--- src/rtl/mpc_pkg.sv ---
package mpc_pkg;

    // Phases of one matrix pass through the stage
    typedef enum logic [1:0] {
        PH_PIVOT = 2'd0,   // collecting and relaxing row 0 into the buffer
        PH_BODY  = 2'd1,   // relaxing rows 1..N-1 and streaming them out
        PH_DRAIN = 2'd2    // emitting deferred column 0 and the buffered row
    } mpc_phase_e;

endpackage

--- src/rtl/mpc_mac.sv ---
// Min-plus multiply-accumulate: res = min(acc, a (+sat) b)
module mpc_mac #(
    parameter int W = 16
) (
    input  logic [W-1:0] acc_i,
    input  logic [W-1:0] mul_a_i,
    input  logic [W-1:0] mul_b_i,
    output logic [W-1:0] res_o
);
    localparam logic [W-1:0] INF = '1;

    logic [W:0]   sum;
    logic [W-1:0] prod;

    always_comb begin
        sum = {1'b0, mul_a_i} + {1'b0, mul_b_i};
        if (mul_a_i == INF || mul_b_i == INF || sum[W]) begin
            prod = INF;
        end else begin
            prod = sum[W-1:0];
        end
        res_o = (prod < acc_i) ? prod : acc_i;
    end

endmodule

--- src/rtl/mpc_rowbuf.sv ---
// Single-row storage for the relaxed pivot row: one write port,
// one addressed read port and a fixed read of entry 0.
module mpc_rowbuf #(
    parameter int N  = 8,
    parameter int W  = 16,
    parameter int IW = (N > 1) ? $clog2(N) : 1
) (
    input  logic          clk,
    input  logic          wr_en,
    input  logic [IW-1:0] wr_addr,
    input  logic [W-1:0]  wr_data,
    input  logic [IW-1:0] rd_addr,
    output logic [W-1:0]  rd_data,
    output logic [W-1:0]  head_data
);
    logic [W-1:0] ent_d [N];
    logic [W-1:0] ent_q [N];

    for (genvar g = 0; g < N; g++) begin : g_ent
        always_comb begin
            ent_d[g] = ent_q[g];
            if (wr_en && wr_addr == IW'(g)) begin
                ent_d[g] = wr_data;
            end
        end
    end

    always_ff @(posedge clk) begin
        ent_q <= ent_d;
    end

    assign rd_data   = ent_q[rd_addr];
    assign head_data = ent_q[0];

endmodule

--- src/rtl/mpc_stage.sv ---
module mpc_stage
    import mpc_pkg::*;
#(
    parameter int N = 8,
    parameter int W = 16
) (
    input  logic         clk,
    input  logic         rst_n,
    input  logic         in_valid,
    output logic         in_ready,
    input  logic [W-1:0] in_data,
    output logic         out_valid,
    input  logic         out_ready,
    output logic [W-1:0] out_data
);
    localparam int            IW   = (N > 1) ? $clog2(N) : 1;
    localparam logic [IW-1:0] LAST = IW'(N - 1);

    typedef struct packed {
        mpc_phase_e    ph;
        logic [IW-1:0] row;    // row index of the next input element
        logic [IW-1:0] col;    // column index of the next input element
        logic [IW-1:0] dcnt;   // drain position
        logic          pend;   // a deferred column-0 result is waiting
        logic [W-1:0]  hold;   // deferred column-0 result
        logic [W-1:0]  colv;   // raw column-0 value of the current row
        logic          ov;     // output register valid
        logic [W-1:0]  od;     // output register data
    } st_t;

    st_t s_d, s_q;

    logic          ready_c;
    logic          slot_free;
    logic          wr_en;
    logic [IW-1:0] rd_addr;
    logic [IW-1:0] dcol;
    logic [W-1:0]  buf_rd, buf_head;
    logic [W-1:0]  mac_a, mac_b, mac_r;

    mpc_rowbuf #(.N(N), .W(W), .IW(IW)) rowbuf_i (
        .clk       (clk),
        .wr_en     (wr_en),
        .wr_addr   (s_q.col),
        .wr_data   (mac_r),
        .rd_addr   (rd_addr),
        .rd_data   (buf_rd),
        .head_data (buf_head)
    );

    mpc_mac #(.W(W)) mac_i (
        .acc_i   (in_data),
        .mul_a_i (mac_a),
        .mul_b_i (mac_b),
        .res_o   (mac_r)
    );

    assign slot_free = !s_q.ov || out_ready;
    assign dcol      = (s_q.dcnt == LAST) ? '0 : s_q.dcnt + 1'b1;

    always_comb begin
        s_d     = s_q;
        ready_c = 1'b0;
        wr_en   = 1'b0;
        rd_addr = s_q.col;
        mac_a   = in_data;
        mac_b   = in_data;

        if (s_q.ov && out_ready) begin
            s_d.ov = 1'b0;
        end

        case (s_q.ph)
            PH_PIVOT: begin
                ready_c = 1'b1;
                mac_a   = (s_q.col == '0) ? in_data : buf_head;
                mac_b   = in_data;
                if (in_valid) begin
                    wr_en = 1'b1;
                    if (s_q.col == LAST) begin
                        s_d.ph  = PH_BODY;
                        s_d.col = '0;
                        s_d.row = IW'(1);
                    end else begin
                        s_d.col = s_q.col + 1'b1;
                    end
                end
            end

            PH_BODY: begin
                if (s_q.col == '0) begin
                    ready_c = !s_q.pend || slot_free;
                    mac_a   = buf_head;
                    mac_b   = in_data;
                    if (in_valid && ready_c) begin
                        if (s_q.pend) begin
                            s_d.ov = 1'b1;
                            s_d.od = s_q.hold;
                        end
                        s_d.hold = mac_r;
                        s_d.colv = in_data;
                        s_d.pend = 1'b1;
                        s_d.col  = IW'(1);
                    end
                end else begin
                    ready_c = slot_free;
                    rd_addr = s_q.col;
                    mac_a   = s_q.colv;
                    mac_b   = buf_rd;
                    if (in_valid && ready_c) begin
                        s_d.ov = 1'b1;
                        s_d.od = mac_r;
                        if (s_q.col == LAST) begin
                            s_d.col = '0;
                            if (s_q.row == LAST) begin
                                s_d.ph   = PH_DRAIN;
                                s_d.dcnt = '0;
                            end else begin
                                s_d.row = s_q.row + 1'b1;
                            end
                        end else begin
                            s_d.col = s_q.col + 1'b1;
                        end
                    end
                end
            end

            PH_DRAIN: begin
                rd_addr = dcol;
                if (slot_free) begin
                    s_d.ov = 1'b1;
                    if (s_q.pend) begin
                        s_d.od   = s_q.hold;
                        s_d.pend = 1'b0;
                    end else begin
                        s_d.od = buf_rd;
                        if (s_q.dcnt == LAST) begin
                            s_d.ph   = PH_PIVOT;
                            s_d.dcnt = '0;
                            s_d.col  = '0;
                        end else begin
                            s_d.dcnt = s_q.dcnt + 1'b1;
                        end
                    end
                end
            end

            default: begin
                s_d.ph = PH_PIVOT;
            end
        endcase
    end

    always_ff @(posedge clk) begin
        if (!rst_n) begin
            s_q <= '0;
        end else begin
            s_q <= s_d;
        end
    end

    assign in_ready  = ready_c;
    assign out_valid = s_q.ov;
    assign out_data  = s_q.od;

endmodule

--- config.mk ---
export PLATFORM = sky130hd
export DESIGN_NAME = mpc_stage
export DESIGN_NICKNAME = d
export VERILOG_FILES = /design/src/rtl/mpc_pkg.sv /design/src/rtl/mpc_mac.sv /design/src/rtl/mpc_rowbuf.sv /design/src/rtl/mpc_stage.sv
export SDC_FILE = /design/constraint.sdc
export NUM_CORES = 1
export LEC_CHECK = 0
export CORE_ASPECT_RATIO = 0.7
export CORE_MARGIN = 2
export CORE_UTILIZATION = 25
export CTS_BUF_LIST = sky130_fd_sc_hd__clkbuf_2
export DETAILED_ROUTE_END_ITERATION = 6
export GPL_TIMING_DRIVEN = 0
export PLACE_DENSITY_LB_ADDON = 0.3
export REMOVE_ABC_BUFFERS = 1
export SETUP_SLACK_MARGIN = 0.2
export SYNTH_ARGS = -nofsm -noshare
export SYNTH_HDL_FRONTEND = slang
export SYNTH_SLANG_ARGS = --single-unit
--- constraint.sdc ---
create_clock -name clk -period 8.56 [get_ports clk]
set_input_delay 1.712 -clock clk [delete_from_list [all_inputs] [get_ports clk]]
set_output_delay 1.712 -clock clk [all_outputs]
set_load 0.01 [all_outputs]
# Word level (Yosys, flattened, before mapping)
# Index checks and enable logic that the tools add are counted.
# totals
regBits,189
latchBits,0
mem_bits_rw,0
mem_bits_ro,0
inputBits,20
out_inout_bits,18
word_cells,129
n_memories,0
# classes
n_addsub,4
n_mul,0
n_div,0
order_cmp,2
n_eq_ne,28
shifts,0
mux,48
bitwise_logic,1
n_reduce_logical,29
# op_table
op,count
$mux W16,9
$mux W17,4
$mux W50,1
$bmux W16 S3,1
$pmux W17 S2,1
$mux W33,1
$eq A16 B16 Y1 const B,2
$pmux W16 S2,1
$mux W3,10
$ne A2 B2 Y1 const B,12
$reduce_and A7 Y1,3
$eq A3 B3 Y1 const B,6
$add A16 B16 Y17,1
$lt A16 B16 Y1,1
$mux W5,3
$logic_and A1 B1 Y1,11
$mux W11,1
$add A3 B1 Y3 const B,3
$ne A3 B3 Y1 const B,3
$pmux W3 S3,1
$reduce_and A9 Y1,1
$mux W2,4
$mux W8,1
$pmux W4 S2,1
other kinds (21),30

# Depth between registers and ports, before layout
# Gate-level depths: netlist of the first run.
# depth
ltp_word,18
depth_mapped,35
ltp_nobuf,29

# Hierarchy
# Synthesis of the first run repeated with hierarchy kept, for this count alone.
# hier_totals
hier_cells,894
area_unflattened_um2,10511.3
# by_module_without_submodules
mod,instances,cells_each,area_each_um2,seq_area_each_um2
mpc_rowbuf,1,214,5093.6,3843.7
mpc_stage,1,486,3926.3,1221.2
mpc_mac,1,194,1491.4,0.0

# Least setup slack after synthesis of the first run
# OpenSTA, ideal clock, no wires.
# synth_timing
path_kind,flip-flop to flip-flop
start,reg s_q[59] (netlist bit)
end,"reg s_q, in the netlist out_data[10]"
setup_ns,0.122
t_arrival_ns,6.958
required_ns,8.438
slack_ns,1.480
path_stages_with_launch,33
path_buffers,4
period_less_slack_ns,7.080
cell_sequence,dfxtp_1 -> inv_1 -> ha_1 -> buf_6 -> nor3b_4 -> or2_1 -> buf_6 -> buf_12 -> mux4_2 -> mux2i_1 -> o21ai_0 -> ha_1 -> fa_1 -> nand3_1 -> a21oi_1 -> nor2_1 -> o211ai_1 -> a21o_1 -> a41oi_4 -> and2_1 -> clkbuf_1 -> nand2_1 -> ha_1 -> and3_1 -> a221o_1 -> a21oi_1 -> o21ai_0 -> o211ai_1 -> nand3_1 -> or4b_4 -> o21ai_4 -> mux2_4 -> a221o_1
# synth_between
elab_chain_len,17
elab_cells_between_ends,30
classes_between,add/sub (1); order compare (1); eq/ne (8); mux (14); bitwise (1); reduce/logical (5)
# synth_lines
item,line,text
start: declaration,mpc_stage.sv:31,"st_t s_d, s_q;"
start signal: assignment,mpc_stage.sv:156,s_q <= '0;
start signal: assignment,mpc_stage.sv:158,s_q <= s_d;
"parallel branches: the longest is 11 deep, another holds $add A16 B16 Y17",-,
$mux W16 *,mpc_mac.sv:17,if (mul_a_i == INF || mul_b_i == INF || sum[W]) begin
$lt A16 B16 Y1,mpc_mac.sv:22,res_o = (prod < acc_i) ? prod : acc_i;
$mux W16 *,mpc_mac.sv:22,
named net mac_i.res_o[10],mpc_mac.sv:8,output logic [W-1:0] res_o
$mux W17 *,mpc_stage.sv:110,if (in_valid && ready_c) begin
$mux W17 *,mpc_stage.sv:91,if (s_q.col == '0) begin
$pmux W17 S2 *,mpc_stage.sv:73,case (s_q.ph)
# Mark *: on every way through the listed nets, which the timed path passes. The select of a mux whose other input is x is not followed.
# A chain may end at the register's enable or synchronous reset.

# Worst setup path in the final report of the first run
# layout_timing
start,reg s_q[50] (netlist bit)
end,"reg s_q, in the netlist out_data[6]"
# layout_between
elab_chain_len,18
elab_cells_between_ends,22
classes_between,add/sub (2); order compare (1); eq/ne (2); mux (14); bitwise (1); reduce/logical (2)
# layout_lines
item,line,text
$add A3 B1 Y3 or $eq A3 B3 Y1 (tied branches),mpc_stage.sv:59,assign dcol = (s_q.dcnt == LAST) ? '0 : s_q.dcnt + 1'b1;
$mux W3 *,mpc_stage.sv:59,
$mux W3 *,-,
$not A3 Y4 (implied by the code) *,mpc_rowbuf.sv:32,assign rd_data = ent_q[rd_addr];
$bmux W16 S3 *,mpc_rowbuf.sv:32,
$mux W16 (implied by the code) * (2 in a row),mpc_rowbuf.sv:32,
$mux W16 *,mpc_stage.sv:91,
$mux W16 *,mpc_stage.sv:73,
"parallel branches: the longest is 3 deep, another holds $add A16 B16 Y17",-,
$mux W16 *,mpc_mac.sv:17,
$lt A16 B16 Y1,mpc_mac.sv:22,
$mux W16 *,mpc_mac.sv:22,
named net mac_i.res_o[6],mpc_mac.sv:8,
$mux W17 *,mpc_stage.sv:110,
$mux W17 *,mpc_stage.sv:91,
$pmux W17 S2 *,mpc_stage.sv:73,
# Marks and branches as above.

==> summary.md, run 1 <==
| Metric | Value |
|---|---|
| Clock buffer depth | 2 |
| Compound-Gate Fraction of Synth Area | 0.167 |
| Slowest CP cell | or4b_4 |
| Leakage | 0.00417 uW |
| Post-synth ARST share | 0 |
| Crit path top cell by count | ha_1 |
| Slew @ Worst Pin | 1430 ps |
| F_max | 124 MHz |
| Die height | 176 um |
| Fin nets | 1090 |
| DRT Wirelength | 34400 um |
| Worst Setup SP | s_q[50] |
| Ys flop type | edfxtp_1 |
| GRT overflow | 0 |
| Via-per-instance ratio | 5.20 |
| RSZ-0062 raised after global routing | no |
| HP Class | reg -> reg |
| Final setup TNS | 0 ps |
| Clock-pin slew on the worst setup and hold paths | 310 ps |
| Largest family of logic cells by synthesized area | compound AO/OA/AOI/OAI gates |
| Clk root buf | clkbuf_2 |
| Worst setup path end | out_data[6] |
| Starting density of the core | 0.256 |
| Post-DP HPWL | 25800 um |
| Worst R2R End | out_data[6] |
| Post-synthesis mux area share | 0.0955 |
| Largest cells by area after synthesis | edfxtp_1, dfxtp_1, mux2i_1 |
| Gate Count Post-Synth | 1012 |
| Critical Path Fanout Max | 30 |
| EDFF count, synth | 128 |
| Req. time, crit path | 9340 ps |
| Input/output buffers | 37 |
| Via count | 8228 |
| Tmin final | 8060 ps |
| TritonRoute pass-1 iters | 5 |
| Worst VDD drop | 106 uV |
| Design Area, Final | 11800 um2 |
| Synth top area share | 0.364 |
| FP Rows | 62 |
| Worst Setup End Kind | flop |
| Max_cap viols | 1 |
| Clock sinks | 189 |
| Synthesis-stage register bit count | 189 |
| Power density of the placed cells | 206 nW/um2 |
| Critical path arrival | 8850 ps |
| Status | complete, but fails checks |
| GPL Wtd Cong | 0.930 |
| Antenna-violating nets left | 0 |
| Synth Area in Simple Gates | 0.138 |
| Residual DRC count | 0 |
| R2R depth | 30 |
| Cell Area, Placed | 11400 um2 |
| R2r setup slk | 500 ps |
| Count of different cell masters after synthesis | 76 |
| Layout cell share with drive strength beyond 1 | 0.0994 |
| Htree depth | 4 |
| I/O pins | 38 |
| Sequential share of the synthesized area | 0.479 |
| Setup slack at placement | -852 ps |
| Worst skew pair latency | 880 ps |
| Slew Limit Headroom | 0.0230 |
| Avg Inst Size Synth | 10.4 um2 |
| DR WL/cell | 21.8 um |
| Max Slew Vio Count | 0 |
| Initial detailed-routing violation count | 825 |
| Reg2Reg Launch Point | s_q[50] |
| Period Utilization, post-route | 0.942 |
| Final hold viol count | 0 |
| Via count of the first global-routing pass | 7686 |
| Crit-path max cell delay | 580 ps |
| Crit Path Category | reg -> reg |
| Final setup margin | 496 ps |
| Initial antenna violation count | 2 |
| Startpoint Class | flop |
| First-pass GRT wire length | 51400 um |
| CTS tree | built |
| Synth area leader | edfxtp_1 |
| Final clock skew | 52.3 ps |
| Final hold slack | 472 ps |
| Pin count of the biggest net entering global routing | 42 |
| Failing checks | max-capacitance violations |
| Adder-cell share of the synthesized area | 0.0564 |
| Synthesized area | 10600 um2 |
| Core box area | 41300 um2 |
| Synth warnings | 0 |
| Die Footprint | 44000 um2 |
| CTS buffer count | 17 |
| Syn-to-layout area delta | 11.7% |
| Die X | 250 um |
| Global Route Usage Sum | 0.157 |
| XOR/XNOR Fraction of Synth Area | 0.0108 |
| Setup-failing EPs final | 0 |
-- final cells by class --
class                   count  area (um2)
repair buffers             58         632
well taps                 544         681
clock inverters            15         129
diodes                      1        2.50
inverters                  43         165
multi-input cells         714        5040
flip-flops and latches    189        5060
fillers                  4304       29500
clock buffers              17        85.1
-- logic make-up (layout without fill, tap and decap cells) --
kind of cell | count (synthesis) | in the layout
and+or+nand+nor | 316 | 316
AOI/OAI and AO/OA | 248 | 249
DFF | 189 | 189
buffers and inverters | 110 | 133
muxes | 89 | 89
adders and majority gates | 47 | 47
xor gates and xnor gates | 13 | 13
other | 0 | 1
-- per-stage QoR --
step,cells,utilization,power [uW]
finish,1581,0.285,2430
global route,1581,0.285,2560
detailed placement,1538,0.277,1950
CTS,1572,0.283,2430
global placement,1526,0.271,1940
floorplan,945,-,1680
-- layer usage --
layer  track usage  wire length, um
met4        0.0356              410
met5             0               13
met3        0.0358             2580
met1         0.246            17600
met2         0.215            13700
-- repair_timing --
action	CTS	global route
cloned	1	0
buffers inserted	1	8
hold endpoints to repair	0	0
pin swaps	1	2
hold buffers	0	0
gates resized for setup	10	5
endpoints found under the setup margin	160	160
-- registers in the layout, summed over array words and instances (netlist names) --
name,cells
s_q,44
rowbuf_i.ent_q,112
out_valid,1
rowbuf_i.head_data,16
out_data,16
-- worst min path at each step --
stage / endpoint / start / depth (start not counted) / slack, ps
2_1_floorplan: s_q[36] / s_q[36] / 2 / 430
3_3_place_gp: s_q[48] / s_q[48] / 2 / 440
3_5_place_dp: s_q[45] / s_q[45] / 2 / 440
4_1_cts: s_q[20] / s_q[20] / 2 / 470
5_1_grt: s_q[20] / s_q[20] / 2 / 490
6_report: s_q[20] / s_q[20] / 2 / 470
-- cell usage after synthesis (3+ instances only) --
| cell | n |
|---|---|
| o221ai_1 | 7 |
| a22o_1 | 5 |
| xnor2_1 | 8 |
| xor2_1 | 5 |
| and3_1 | 7 |
| ha_1 | 46 |
| a32o_1 | 6 |
| nand4_1 | 10 |
| inv_1 | 41 |
| o21a_1 | 5 |
| buf_4 | 22 |
| buf_2 | 10 |
| a22oi_1 | 12 |
| a21oi_1 | 70 |
| nor4_1 | 4 |
| nor2_1 | 63 |
| nor2b_1 | 6 |
| mux2_4 | 3 |
| dfxtp_1 | 61 |
| o22ai_1 | 11 |
| o211ai_1 | 9 |
| o211a_1 | 3 |
| mux2i_1 | 75 |
| and2_1 | 7 |
| buf_6 | 3 |
| a221o_1 | 11 |
| o21ai_1 | 4 |
| o2bb2ai_1 | 8 |
| nor3_2 | 3 |
| a211o_1 | 3 |
| a21o_1 | 19 |
| nand2_1 | 135 |
| clkbuf_1 | 28 |
| o21ai_0 | 32 |
| nand3_1 | 38 |
| nand2b_1 | 16 |
| edfxtp_1 | 128 |
| o21bai_1 | 4 |
| a211oi_1 | 11 |
| nor3_1 | 15 |
| mux4_2 | 8 |
| a2111oi_0 | 6 |
-- power by group --
part | leakage [uW] | switching, uW | internal, uW
combinational | 0.00239 | 546 | 293
clock | 0.000138 | 353 | 90.1
sequential | 0.00164 | 28.0 | 1120
total | 0.00417 | 927 | 1510
-- critical path: cells and delay by family (launching register included) --
family | cells | cell delay, ps
DFF | 1 | 430
buffers and inverters | 2 | 410
muxes | 3 | 1210
AOI/OAI and AO/OA | 11 | 2110
and+or+nand+nor | 9 | 2150
adders and majority gates | 5 | 1600
-- cell usage in the layout (no fill, tap or decap), types with 11 or more instances in the layout --
master,n
a211oi_1,11
a21o_1,18
a21oi_1,70
a221o_1,11
a22oi_1,12
clkbuf_2,17
clkdlybuf4s50_1,37
dfxtp_1,61
edfxtp_1,128
ha_1,45
inv_1,41
mux2i_1,73
nand2_1,134
nand2b_1,16
nand3_1,37
nor2_1,54
nor3_1,14
o21ai_0,32
o22ai_1,11
Power figures use the tool's default switching activity.
==> run 2, diff against run 1 <==
--- a/config.mk
+++ b/config.mk
@@ -5,6 +5,7 @@
 export SDC_FILE = /design/constraint.sdc
 export NUM_CORES = 1
 export LEC_CHECK = 0
+export ABC_AREA = 1
 export CORE_ASPECT_RATIO = 0.7
 export CORE_MARGIN = 2
 export CORE_UTILIZATION = 25
@@ -14,6 +15,7 @@
 export PLACE_DENSITY_LB_ADDON = 0.3
 export REMOVE_ABC_BUFFERS = 1
 export SETUP_SLACK_MARGIN = 0.2
+export SLEW_MARGIN = 5
 export SYNTH_ARGS = -nofsm -noshare
 export SYNTH_HDL_FRONTEND = slang
 export SYNTH_SLANG_ARGS = --single-unit
==> run 2 against run 1 <==
The run now ends clean; largest power group is now combinational logic; total power rose by 75%; cell area down 2.4%; sequential power increased by 28%; clock-buffer cell count increased by 2; utilization decreased by 0.41 points; clock power increased by 19%; routed wire length decreased by 13%; highest routed layer is now met4; global-route usage fell by 1.5 points; via count rose by 3.1%; critical path type unchanged; worst setup slack gained 550 ps.
==> summary.md, run 2 <==
| Metric | Value |
|---|---|
| Startpoint Class | flop |
| F_max | 133 MHz |
| Post-DP HPWL | 21200 um |
| GRT overflow | 0 |
| Initial detailed-routing violation count | 701 |
| CTS tree | built |
| CP top delay family | simple AND/OR/NAND/NOR gates |
| Final setup TNS | 0 ps |
| Layout cell share with drive strength beyond 1 | 0.0875 |
| Sequential share of the synthesized area | 0.488 |
| Setup-failing EPs final | 0 |
| Crit Path Category | reg -> reg |
| HP Class | reg -> reg |
| Ys flop type | edfxtp_1 |
| DR WL/cell | 16.9 um |
| Setup slack at placement | 857 ps |
| Worst Setup End Kind | flop |
| Leakage | 0.00457 uW |
| Final setup margin | 1050 ps |
| Gate Count Post-Synth | 1224 |
| Largest cells by area after synthesis | edfxtp_1, dfxtp_1, nand2_1 |
| Slew @ Worst Pin | 1270 ps |
| Htree depth | 4 |
| Crit-path max cell delay | 540 ps |
| Antenna cell count | 0 |
| Pin count of the biggest net entering global routing | 64 |
| Cts repair resizes | 0 |
| Initial antenna violation count | 0 |
| Via count of the first global-routing pass | 8157 |
| Die Footprint | 43200 um2 |
| Fillcell total | 4380 |
| EDFF count, synth | 128 |
| Count of different cell masters after synthesis | 45 |
| Clock buffer depth | 2 |
| Largest regs | rowbuf_i.ent_q: 112 flops, s_q: 44 flops |
| Worst Setup SP | s_q[59] |
| First-pass GRT wire length | 47300 um |
| Clk root buf | clkbuf_2 |
| Final clock skew | 48.0 ps |
| Period Utilization, post-route | 0.878 |
| Reg2Reg Launch Point | s_q[59] |
| TritonRoute pass-1 iters | 6 |
| Tmin final | 7510 ps |
| Multi-input logic area | 4580 um2 |
| Via count | 8487 |
| Slowest CP cell | o221a_2 |
| Fin nets | 1288 |
| Most common cell after layout, fill and taps aside | nand2_1 |
| Worst setup path end | rowbuf_i.ent_q[45] |
| Avg Inst Size Synth | 8.47 um2 |
| R2R depth | 33 |
| DRT Wirelength | 30100 um |
| Via-per-instance ratio | 4.77 |
| Input/output buffers | 37 |
| Synthesized area | 10400 um2 |
| Number of setup buffers added after CTS | 0 |
| Critical Path Fanout Max | 32 |
| R2r setup slk | 1050 ps |
| RSZ-0062 raised after global routing | no |
| Highest-count cells in the layout ignoring fill and taps | nand2_1, nand3_1, edfxtp_1 |
| Residual DRC count | 0 |
| Max_cap viols | 0 |
| Post-synth ARST share | 0 |
| CP Buf/Inv Count | 5 |
| Power density of the placed cells | 370 nW/um2 |
| Slew Limit Headroom | 0.149 |
| Worst VDD drop | 191 uV |
| Antenna-violating nets left | 0 |
| Die X | 247 um |
| Critical path arrival | 8100 ps |
| Clock sinks | 189 |
| I/O pins | 38 |
| GPL Wtd Cong | 0.897 |
| Min-delay src | out_data[15] |
| Reg area | 5060 um2 |
| Final hold slack | 482 ps |
| Count leader, synth | nand2_1 |
| FP Rows | 62 |
| Core box area | 41000 um2 |
| Largest register by flop count | rowbuf_i.ent_q |
| Synthesis-stage register bit count | 189 |
| Status | complete, no violations |
| Crit path top cell by count | nand2_1 |
| Synth top area share | 0.371 |
| Worst R2R End | rowbuf_i.ent_q[45] |
| Max Slew Vio Count | 0 |
| Global Route Usage Sum | 0.143 |
| Worst skew pair latency | 840 ps |
| Clock-pin slew on the worst setup and hold paths | 290 ps |
| Synth area leader | edfxtp_1 |
| Max reg flops | 112 |
| Synth cell count leaders | nand2_1, nand3_1, edfxtp_1 |
| Final hold viol count | 0 |
| Req. time, crit path | 9150 ps |
| Die height | 174 um |
| Critical Path Stages | 33 |
| Hold buffers post-CTS | 0 |
| Synth warnings | 0 |
| CTS buffer count | 17 |
| Syn-to-layout area delta | 11.1% |
| Starting density of the core | 0.253 |
-- run 2: changes by cell type in the layout (fill, tap and decap cells not counted), moves of 18 or more --
cell / previous run / this run
a21o_1: 18 / 0
inv_1: 41 / 91
mux2i_1: 73 / 0
nand2_1: 134 / 314
nand3_1: 37 / 189
nor2_1: 54 / 75
-- run 2: worst reg2reg max path, delay by kind of cell (launching register included) --
kind	cells	cell delay (ps)
buffers and inverters	5	1060
AO/OA/AOI/OAI	6	1700
adder cells (fa/ha/maj)	4	1180
flip-flops	1	380
AND/OR/NAND/NOR	18	2950
-- run 2: cells by family (layout without fill, tap and decap cells) --
group,Yosys count,count (layout),synth area share
buffers and inverters,170,180,0.0769
xor gates and xnor gates,10,10,0.00845
and+or+nand+nor,643,643,0.276
DFF,189,189,0.488
AOI/OAI and AO/OA,165,165,0.0924
adders and majority gates,47,47,0.0574
-- run 2: layer usage --
metal  vias to the layer above  wire (um)  GRT usage
li1                       4128          -          -
met1                      4092      15500      0.219
met2                       246      12600      0.210
met3                        21       1760     0.0212
met4                         0        267     0.0297
met5                         -          0          0
-- run 2: final cells by class --
class / instances / share of cell area
Clock inverter: 13 / 0.0162
Timing Repair Buffer: 49 / 0.0470
Clock buffer: 19 / 0.00825
Tap cell: 544 / 0.0591
Multi-Input combinational cell: 865 / 0.398
Inverter: 99 / 0.0324
Sequential cell: 189 / 0.440
-- run 2: power breakdown --
part           switching [uW]  total (uW)  internal [uW]
clock                     332         528            196
combinational            1570        2260            696
sequential               50.2        1470           1420
total                    1950        4260           2310
-- run 2: how the worst min path moves through the flow --
stage,slack [ps],cells after the start,endpoint
2_1_floorplan,430,1,s_q[56]
6_report,480,2,out_data[15]
3_5_place_dp,450,2,out_data[1]
3_3_place_gp,450,1,s_q[56]
5_1_grt,500,2,out_data[14]
4_1_cts,480,2,out_data[1]
-- run 2: metrics by stage --
step	utilization	instances	instance area [um2]	total power, uW
final	0.281	1778	11500	4260
after global routing	0.281	1778	11500	4600
after CTS	0.281	1778	11500	4260
after detailed placement	0.274	1746	11200	3730
after global placement	0.268	1734	11000	3680
after floorplan	-	1153	9940	3020
